File: src/rtl/erc_pkg.sv
package erc_pkg;
  typedef enum logic [1:0] {
    VERD_NONE   = 2'd0,
    VERD_KEEP   = 2'd1,
    VERD_KILL   = 2'd2,
    VERD_POISON = 2'd3
  } verdict_e;

  typedef enum logic [1:0] {
    SRC_NONE = 2'd0,
    SRC_DEC  = 2'd1,
    SRC_EXE  = 2'd2
  } redir_src_e;
endpackage

File: src/rtl/erc_stage_judge.sv
module erc_stage_judge
  import erc_pkg::*;
#(
  parameter logic [1:0] STALE_CODE = VERD_KILL
) (
  input  logic       valid_i,
  input  logic       mispred_i,
  input  logic       tag_ok_i,
  input  logic       block_i,
  output logic [1:0] verdict_o,
  output logic       redir_o
);
  logic wrong_path;

  assign wrong_path = !tag_ok_i || block_i;

  always_comb begin
    if (!valid_i)        verdict_o = VERD_NONE;
    else if (wrong_path) verdict_o = STALE_CODE;
    else                 verdict_o = VERD_KEEP;
  end

  assign redir_o = valid_i && mispred_i && !wrong_path;
endmodule

File: src/rtl/erc_redirect_mux.sv
module erc_redirect_mux
  import erc_pkg::*;
#(
  parameter int unsigned ADDR_W  = 32,
  parameter int unsigned PC_STEP = 4
) (
  input  logic [ADDR_W-1:0] pc_q_i,
  input  logic              depoch_q_i,
  input  logic              eepoch_q_i,
  input  logic              exe_redir_i,
  input  logic [ADDR_W-1:0] exe_target_i,
  input  logic              dec_redir_i,
  input  logic [ADDR_W-1:0] dec_target_i,
  input  logic              fetch_ready_i,
  output logic [ADDR_W-1:0] fetch_pc_o,
  output logic              fetch_depoch_o,
  output logic              fetch_eepoch_o,
  output logic [ADDR_W-1:0] pc_d_o,
  output logic [1:0]        src_o
);
  localparam logic [ADDR_W-1:0] STEP = ADDR_W'(PC_STEP);

  // execute is ordered first, decode second, fetch reads the result
  always_comb begin
    fetch_pc_o     = pc_q_i;
    fetch_depoch_o = depoch_q_i;
    fetch_eepoch_o = eepoch_q_i;
    src_o          = SRC_NONE;
    if (exe_redir_i) begin
      fetch_pc_o     = exe_target_i;
      fetch_eepoch_o = !eepoch_q_i;
      src_o          = SRC_EXE;
    end else if (dec_redir_i) begin
      fetch_pc_o     = dec_target_i;
      fetch_depoch_o = !depoch_q_i;
      src_o          = SRC_DEC;
    end
  end

  assign pc_d_o = fetch_ready_i ? fetch_pc_o + STEP : fetch_pc_o;
endmodule

File: src/rtl/erc_state.sv
module erc_state #(
  parameter int unsigned       ADDR_W    = 32,
  parameter logic [ADDR_W-1:0] RESET_VEC = '0
) (
  input  logic              clk_i,
  input  logic              rst_ni,
  input  logic [ADDR_W-1:0] pc_d_i,
  input  logic              depoch_d_i,
  input  logic              eepoch_d_i,
  output logic [ADDR_W-1:0] pc_q_o,
  output logic              depoch_q_o,
  output logic              eepoch_q_o
);
  // PC and both epochs share one update edge
  always_ff @(posedge clk_i or negedge rst_ni) begin
    if (!rst_ni) begin
      pc_q_o     <= RESET_VEC;
      depoch_q_o <= 1'b0;
      eepoch_q_o <= 1'b0;
    end else begin
      pc_q_o     <= pc_d_i;
      depoch_q_o <= depoch_d_i;
      eepoch_q_o <= eepoch_d_i;
    end
  end
endmodule

File: src/rtl/epoch_redirect_ctrl.sv
module epoch_redirect_ctrl
  import erc_pkg::*;
#(
  parameter int unsigned       ADDR_W    = 32,
  parameter int unsigned       PC_STEP   = 4,
  parameter logic [ADDR_W-1:0] RESET_VEC = '0
) (
  input  logic              clk_i,
  input  logic              rst_ni,
  input  logic              fetch_ready_i,
  output logic [ADDR_W-1:0] fetch_pc_o,
  output logic              fetch_depoch_o,
  output logic              fetch_eepoch_o,
  input  logic              dec_valid_i,
  input  logic              dec_depoch_i,
  input  logic              dec_eepoch_i,
  input  logic              dec_mispred_i,
  input  logic [ADDR_W-1:0] dec_target_i,
  input  logic              exe_valid_i,
  input  logic              exe_eepoch_i,
  input  logic              exe_mispred_i,
  input  logic [ADDR_W-1:0] exe_target_i,
  output logic [1:0]        dec_verdict_o,
  output logic [1:0]        exe_verdict_o,
  output logic [1:0]        redirect_src_o
);
  logic [ADDR_W-1:0] pc_q, pc_d;
  logic              depoch_q, eepoch_q;
  logic              exe_redir, dec_redir;
  logic              exe_tag_ok, dec_tag_ok;

  assign exe_tag_ok = (exe_eepoch_i == eepoch_q);
  assign dec_tag_ok = (dec_depoch_i == depoch_q) && (dec_eepoch_i == eepoch_q);

  erc_stage_judge #(.STALE_CODE(VERD_POISON)) u_exe_judge (
    .valid_i   (exe_valid_i),
    .mispred_i (exe_mispred_i),
    .tag_ok_i  (exe_tag_ok),
    .block_i   (1'b0),
    .verdict_o (exe_verdict_o),
    .redir_o   (exe_redir)
  );

  // a live execute redirect puts the decode instruction on the wrong path
  erc_stage_judge #(.STALE_CODE(VERD_KILL)) u_dec_judge (
    .valid_i   (dec_valid_i),
    .mispred_i (dec_mispred_i),
    .tag_ok_i  (dec_tag_ok),
    .block_i   (exe_redir),
    .verdict_o (dec_verdict_o),
    .redir_o   (dec_redir)
  );

  erc_redirect_mux #(.ADDR_W(ADDR_W), .PC_STEP(PC_STEP)) u_mux (
    .pc_q_i         (pc_q),
    .depoch_q_i     (depoch_q),
    .eepoch_q_i     (eepoch_q),
    .exe_redir_i    (exe_redir),
    .exe_target_i   (exe_target_i),
    .dec_redir_i    (dec_redir),
    .dec_target_i   (dec_target_i),
    .fetch_ready_i  (fetch_ready_i),
    .fetch_pc_o     (fetch_pc_o),
    .fetch_depoch_o (fetch_depoch_o),
    .fetch_eepoch_o (fetch_eepoch_o),
    .pc_d_o         (pc_d),
    .src_o          (redirect_src_o)
  );

  erc_state #(.ADDR_W(ADDR_W), .RESET_VEC(RESET_VEC)) u_state (
    .clk_i      (clk_i),
    .rst_ni     (rst_ni),
    .pc_d_i     (pc_d),
    .depoch_d_i (fetch_depoch_o),
    .eepoch_d_i (fetch_eepoch_o),
    .pc_q_o     (pc_q),
    .depoch_q_o (depoch_q),
    .eepoch_q_o (eepoch_q)
  );
endmodule

File: config.mk
export PLATFORM = sky130hd
export DESIGN_NAME = epoch_redirect_ctrl
export DESIGN_NICKNAME = d
export VERILOG_FILES = /design/src/rtl/erc_pkg.sv /design/src/rtl/erc_stage_judge.sv /design/src/rtl/erc_redirect_mux.sv /design/src/rtl/erc_state.sv /design/src/rtl/epoch_redirect_ctrl.sv
export SDC_FILE = /design/constraint.sdc
export NUM_CORES = 1
export LEC_CHECK = 0
export BUFFER_PORTS_ARGS = -buffer_cell sky130_fd_sc_hd__buf_4
export CAP_MARGIN = 30
export CORE_ASPECT_RATIO = 2
export CORE_UTILIZATION = 51
export DETAILED_ROUTE_END_ITERATION = 10
export GPL_TIMING_DRIVEN = 0
export PLACE_DENSITY = 0.83
export SKIP_LAST_GASP = 1
export SYNTH_ARGS = -nofsm -noshare
export SYNTH_HDL_FRONTEND = slang
export SYNTH_SLANG_ARGS = --single-unit
export TNS_END_PERCENT = 30
File: constraint.sdc
create_clock -name clk_i -period 3.4 [get_ports clk_i]
set_input_delay 0 -clock clk_i [delete_from_list [all_inputs] [get_ports clk_i]]
set_output_delay 0 -clock clk_i [all_outputs]
set_load 0.05 [all_outputs]
==> impl_metrics.csv, run 1 <==
group,metric,value,unit
setup_path,cp_max_fo,10,
synth,async_flop_share,1.00,
setup_path,max_stage_delay,0.49,ns
global_routing,antenna_found_initial,0,
global_routing,grt_max_degree,35,
synth,syn_inst,325,
placed_design,port_buffers,113,
setup_path,cp_num_buf_inv,2,
synth,synth_top_area_share,0.272,
final_layout,utilization,0.728,
placed_design,post_dp_cell_area,4070,sq um
placed_design,dp.final_hpwl,7.94,mm
setup_path,crit_chain,"xor2_2 > buf_4 > nor3_1 > a31oi_4 > ha_1 > nand2_1 > a311oi_2 > nand4_2 > nor4_4 > buf_4 > nand4_1 > xnor2_1",
clock_network,cts.htree.levels,2,
route,routed_via_density,6.46,
sta,grt_setup_unrepaired,"false",
sta,finalHoldViolCount,0,
route,first_iter_violations,280,
synth,synth_top_area_cell,"dfrtp_1",
global_routing,grt_pass1_vias,3587,
synth,avgSynthCellArea,9.64,sq um
clock_network,clk-insertion-delay-late,0.29,ns
worst_hold_path,min_path_type,"input port to register",
synth,netlist-cell-type-count,66,
power,power,3.75,mW
clock_network,cts_made_buffers,5,
status,status,"finished with violations",
worst_hold_path,worstHoldStart,"dec_target_i[31]",
setup_path,r2r-start,"u_state.eepoch_q_o",
placed_design,gp_congestion,0.901,
sta,post-route-period-util,0.958,
floorplan,core_area,5960,sq um
synth,yosys_warnings,0,
final_layout,mostFrequentLayoutCells,"121 x buf_4, 33 x dfrtp_1, 27 x nand4_1",
route,ant_nets,0,
final_layout,nets,530,
route,dr.pass1.iters,8,
final_layout,layout_commonest_cell,"buf_4",
synth,yosys-top-cells-area,"dfrtp_1 27%, xnor2_1 6.2%, nand4_1 5.4%",
final_layout,final_cell_area,4330,sq um
sta,slew_headroom,0.438,
route,avgRoutedWirePerCell,20.7,um
floorplan,ioPinCount,114,
synth,synth_flop_cell,"dfrtp_1",
sta,setup_viol,0,
clock_network,cts.reportedPaths.clkPinSlew,0.05,ns
route,routed_wl,10.7,mm
floorplan,placementRows,40,
global_routing,overflow,0,
sta,finClkSkew,0.00809,ns
setup_path,r2r_end,"u_state.pc_q_o[26]",
worst_hold_path,holdPathEnd,"u_state.pc_q_o[31]",
status,violations,"DRC",
final_layout,n_antenna_cell,0,
flow_run,cap_violations,0,
synth,ys_seq_area_frac,0.272,
setup_path,criticalPathCategory,"register to register",
floorplan,die_h,113,um
clock_network,clock_path_buffers,2,
sta,slew_violations,0,
floorplan,die_w,57.4,um
power,p_per_area,865,nW/um^2
power,ir_drop,0.000575,V
setup_path,reg2regPathDepth,12,
synth,synth_edf_count,0,
setup_path,cp_common_cell,"buf_4",
placed_design,post-place-ws,-0.0433,ns
sta,fin_crit,3.26,ns
clock_network,cts_tree,"built",
setup_path,crit_arrival,3.39,ns
route,drc,6,
power,power_leakage,1.82,nW
floorplan,initial_core_util,0.526,
setup_path,critPathLaunchType,"register",
synth,netlist_area,3130,sq um
floorplan,die_area,6480,sq um
worst_hold_path,min_path_cells,3,
final_layout,drive_above_1_share,0.423,
synth,synth_fp_nets,400,
route,dr_total_vias,3355,
setup_path,crit_required,3.53,ns
sta,setup_slack,0.144,ns
sta,max_freq,307,MHz
final_layout,area_delta_synth_final,38.3,%
setup_path,slowest_stage,"dfrtp_2",
clock_network,cts_sinks,34,
synth,ys_seq_elements,34,
clock_network,root_buffer,"clkbuf_16",
global_routing,grt_util_all_layers,0.343,
sta,tightest_slew,0.836,ns
setup_path,cp_top_family,"simple AND/OR/NAND/NOR gates",
setup_path,reg2reg_slack,0.14,ns
setup_path,end_kind,"register",
global_routing,grt_pass1_wl,16.9,mm
sta,fin_tns_setup,0,ns
cells by family (layout without fill, tap and decap cells):
group / count (synthesis) / after routing / share of synthesized area
flip-flops: 34 / 34 / 0.272
adder cells (fa/ha/maj): 1 / 1 / 0.00399
AND/OR/NAND/NOR: 132 / 132 / 0.253
XOR/XNOR: 34 / 34 / 0.102
AO/OA/AOI/OAI: 81 / 81 / 0.251
multiplexers: 2 / 2 / 0.00719
buffers and inverters: 41 / 172 / 0.111
per-layer routing:
| layer | wire, um | GRT usage | part of all wire |
|---|---|---|---|
| met1 | 3480 | 0.335 | 0.32 |
| met2 | 6030 | 0.615 | 0.56 |
| met3 | 689 | 0.0651 | 0.064 |
| met4 | 535 | 0.255 | 0.050 |
| met5 | 0 | 0 | 0 |
sequential cells by signal, indices dropped and copies added (netlist names):
register and count:
u_state.eepoch_q_o 1, u_state.pc_q_o 32, u_state.depoch_q_o 1
per-stage QoR:
stage | hold slack [ns] | std cells
after floorplan | -0.296 | 325
after global placement | -0.0183 | 501
after detailed placement | -0.0115 | 502
after CTS | 0.0865 | 519
after global routing | 0.133 | 519
final | 0.110 | 519
where the power goes:
group          total (mW)  internal (mW)  switching, mW
combinational        2.60          0.917           1.68
clock               0.468          0.290          0.177
sequential          0.685          0.591         0.0941
cell usage after synthesis (all sizes together), types with 2 or more instances:
library cell,instances
dfrtp,34
nand4,31
nor3,26
xnor2,24
o31ai,23
buf,22
nand2,22
a31oi,20
nor2,16
clkbuf,10
xor2,10
and3,9
inv,8
nand3,7
a31o,6
a21oi,5
a221o,5
a311oi,5
nor4,4
o211ai,4
and2,3
and4,3
o21a,3
o311ai,3
mux2,2
nand4b,2
o211a,2
or3,2
or4,2
worst reg2reg max path: cells and delay by family (launching register included):
family	cells	cell delay [ns]
adders and majority gates	1	0.19
DFF	1	0.49
and+or+nand+nor	5	0.85
buffers and inverters	2	0.48
xor gates and xnor gates	2	0.55
AOI/OAI and AO/OA	2	0.54
cell type report:
cell class              count  area [sq um]
clock buffers               7           143
well taps                  63          78.8
flip-flops and latches     34           852
fillers                   464          1620
clock inverters             1          5.00
repair buffers            123           951
inverters                   9          41.3
multi-input cells         250          1960
plain buffers              32           308
worst max-delay path by stage:
| stage | from | end | slack, ns | cells after the start |
|---|---|---|---|---|
| after global placement | u_state.eepoch_q_o | u_state.pc_q_o[30] | 0.02 | 10 |
| after detailed placement | u_state.eepoch_q_o | u_state.pc_q_o[30] | -0.04 | 10 |
| final | u_state.eepoch_q_o | u_state.pc_q_o[26] | 0.14 | 12 |
| after CTS | u_state.eepoch_q_o | u_state.pc_q_o[26] | 0.14 | 11 |
| after global routing | u_state.eepoch_q_o | u_state.pc_q_o[26] | 0.002 | 12 |
| after floorplan | u_state.eepoch_q_o | u_state.pc_q_o[30] | 0.03 | 8 |
timing repair:
item / CTS / global route
endpoints found under the setup margin: 6 / 9
resized for setup: 0 / 3
pin swaps: 1 / 0
gates cloned: 0 / 0
buffers inserted: 2 / 0
hold buffers: 7 / 0
hold endpoints to repair: 39 / 0
No activity file was read; power rests on OpenSTA's default activity.
==> inputs of run 2 (changes only) <==
--- a/config.mk
+++ b/config.mk
@@ -6,8 +6,8 @@
 export NUM_CORES = 1
 export LEC_CHECK = 0
 export BUFFER_PORTS_ARGS = -buffer_cell sky130_fd_sc_hd__buf_4
-export CAP_MARGIN = 30
 export CORE_ASPECT_RATIO = 2
+export CORE_MARGIN = 2
 export CORE_UTILIZATION = 51
 export DETAILED_ROUTE_END_ITERATION = 10
 export GPL_TIMING_DRIVEN = 0
==> run 2 against run 1 <==
Against the previous run: the run now ends clean; sequential share of layout area is 0.063 points higher; critical path depth stayed put; worst hold slack worse by 0.010 ns; critical path type unchanged; critical endpoint is now u_state.pc_q_o[22]; largest cell class unchanged; highest routed layer unchanged.
==> impl_metrics.csv, run 2 (synthesis results as in run 1) <==
group,metric,value,unit
status,status,"finished, final reports clean",
global_routing,overflow,0,
setup_path,max_stage_delay,0.49,ns
flow_run,cap_violations,0,
power,p_seq_frac,0.181,
power,power_leakage,1.82,nW
route,first_iter_violations,283,
final_layout,mostFrequentLayoutCells,"122 x buf_4, 33 x dfrtp_1, 27 x nand4_1",
clock_network,cts.reportedPaths.clkPinSlew,0.06,ns
final_layout,reg.largest.list,"u_state.pc_q_o: 32 flops, u_state.depoch_q_o: 1 flops, u_state.eepoch_q_o: 1 flops",
final_layout,n_antenna_cell,0,
sta,tightest_slew,1.16,ns
clock_network,cts_tree,"built",
final_layout,num-fill-cells,451,
global_routing,grt_pass1_vias,3450,
final_layout,layout_commonest_cell,"buf_4",
final_layout,ff_latch_area,852,sq um
clock_network,root_buffer,"clkbuf_16",
floorplan,die_w,59.4,um
route,dr_total_vias,3354,
clock_network,clk-insertion-delay-late,0.28,ns
global_routing,antenna_found_initial,0,
placed_design,gp_congestion,0.879,
sta,finalHoldViolCount,0,
final_layout,multi_input_area,1960,sq um
sta,post-route-period-util,0.929,
global_routing,grt_util_all_layers,0.321,
clock_network,cts_sinks,34,
clock_network,cts_made_buffers,5,
final_layout,top_register,"u_state.pc_q_o",
final_layout,largest_reg_flops,32,
final_layout,nets,529,
sta,setup_viol,0,
worst_hold_path,min_path_type,"input port to register",
floorplan,initial_core_util,0.526,
final_layout,area_delta_synth_final,37.9,%
setup_path,cp_top_family,"simple AND/OR/NAND/NOR gates",
route,routed_via_density,6.47,
final_layout,drive_above_1_share,0.424,
sta,finClkSkew,0.00225,ns
setup_path,critPathLaunchType,"register",
power,power.internal,1.79,mW
sta,slew_violations,0,
route,dr.pass1.iters,5,
power,ir_drop,0.000630,V
power,switching_share,0.522,
setup_path,end_kind,"register",
placed_design,dp.final_hpwl,7.96,mm
sta,fin_tns_setup,0,ns
power,p_comb_frac,0.692,
floorplan,placementRows,40,
floorplan,die_area,6820,sq um
clock_network,cts.htree.levels,2,
route,avgRoutedWirePerCell,20.8,um
power,clkPwrFrac,0.127,
global_routing,grt_pass1_wl,16.7,mm
final_layout,utilization,0.725,
floorplan,ioPinCount,114,
setup_path,cp_num_buf_inv,2,
setup_path,cp_max_fo,10,
power,p_sw,1.96,mW
clock_network,clock_path_buffers,2,
sta,max_freq,316,MHz
floorplan,die_h,115,um
setup_path,crit_arrival,3.30,ns
sta,grt_setup_unrepaired,"false",
route,ant_nets,0,
setup_path,crit_required,3.54,ns
setup_path,crit_chain,"xor2_1 > buf_6 > o31ai_1 > a31oi_4 > ha_1 > nand2_1 > a311oi_2 > nand4_2 > nor4_4 > buf_4 > nand3_1 > xnor2_1",
power,p_per_area,868,nW/um^2
sta,fin_crit,3.16,ns
setup_path,criticalPathCategory,"register to register",
placed_design,port_buffers,113,
sta,slew_headroom,0.217,
route,drc,0,
setup_path,slowest_stage,"dfrtp_2",
global_routing,grt_max_degree,35,
route,routed_wl,10.8,mm
floorplan,core_area,5960,sq um
run 2: worst reg2reg max path, cell delays in order (launching register included):
cell and delay [ns]:
dfrtp_2 0.49, xor2_1 0.35, buf_6 0.22, o31ai_1 0.13
a31oi_4 0.25, ha_1 0.19, nand2_1 0.09, a311oi_2 0.29
nand4_2 0.28, nor4_4 0.20, buf_4 0.20, nand3_1 0.12
xnor2_1 0.19
run 2: routing by layer:
metal / vias to the layer above / part of all wire / GRT usage
met5: - / 0 / 0
met4: 0 / 0.034 / 0.155
met3: 34 / 0.061 / 0.0416
met2: 195 / 0.57 / 0.600
met1: 1611 / 0.33 / 0.335
li1: 1514 / - / -
run 2: power by group through the flow:
stage / registers (mW) / clock network [mW] / logic, mW
3_3_place_gp: 0.666 / 0 / 2.49
2_1_floorplan: 0.653 / 0 / 1.88
6_report: 0.680 / 0.476 / 2.59
3_5_place_dp: 0.674 / 0 / 2.52
5_1_grt: 0.691 / 0.489 / 2.72
4_1_cts: 0.667 / 0.478 / 2.56
run 2: cell type report:
| class | instances | area share |
|---|---|---|
| well taps | 63 | 0.0182 |
| clock buffers | 6 | 0.0321 |
| multi-input cells | 250 | 0.453 |
| plain buffers | 32 | 0.0712 |
| inverters | 9 | 0.00956 |
| flip-flops and latches | 34 | 0.197 |
| clock inverters | 2 | 0.00290 |
| repair buffers | 122 | 0.216 |
run 2: what timing repair did:
action                                  CTS  global route
pin swaps                                 1             0
cloned                                    0             0
endpoints found under the hold margin    38             0
resized for setup                         0             3
buffers inserted                          2             0
hold buffers                              7             0
endpoints found under the setup margin    7             7
run 2: worst paths after layout:
path	from	to	slack, ns	cells after the start
max reg2reg	u_state.eepoch_q_o	u_state.pc_q_o[22]	0.24	12
min	dec_target_i[31]	u_state.pc_q_o[31]	0.1	3
max	u_state.eepoch_q_o	u_state.pc_q_o[22]	0.24	12
min in group asynchronous	rst_ni	u_state.pc_q_o[0]	0.21	2
max in group asynchronous	rst_ni	u_state.eepoch_q_o	2.83	2
min reg2reg	u_state.depoch_q_o	u_state.depoch_q_o	0.67	1
run 2: stage by stage:
step | power [mW] | cells | hold WS [ns] | area, sq um | worst slack [ns]
floorplan | 2.53 | 325 | -0.296 | 3130 | 0.0269
global placement | 3.16 | 501 | -0.0194 | 4060 | -0.0213
detailed placement | 3.20 | 501 | -0.0168 | 4060 | -0.0626
CTS | 3.70 | 518 | 0.0785 | 4300 | 0.147
global route | 3.90 | 518 | 0.0955 | 4320 | 0.0515
finish | 3.75 | 518 | 0.0994 | 4320 | 0.240
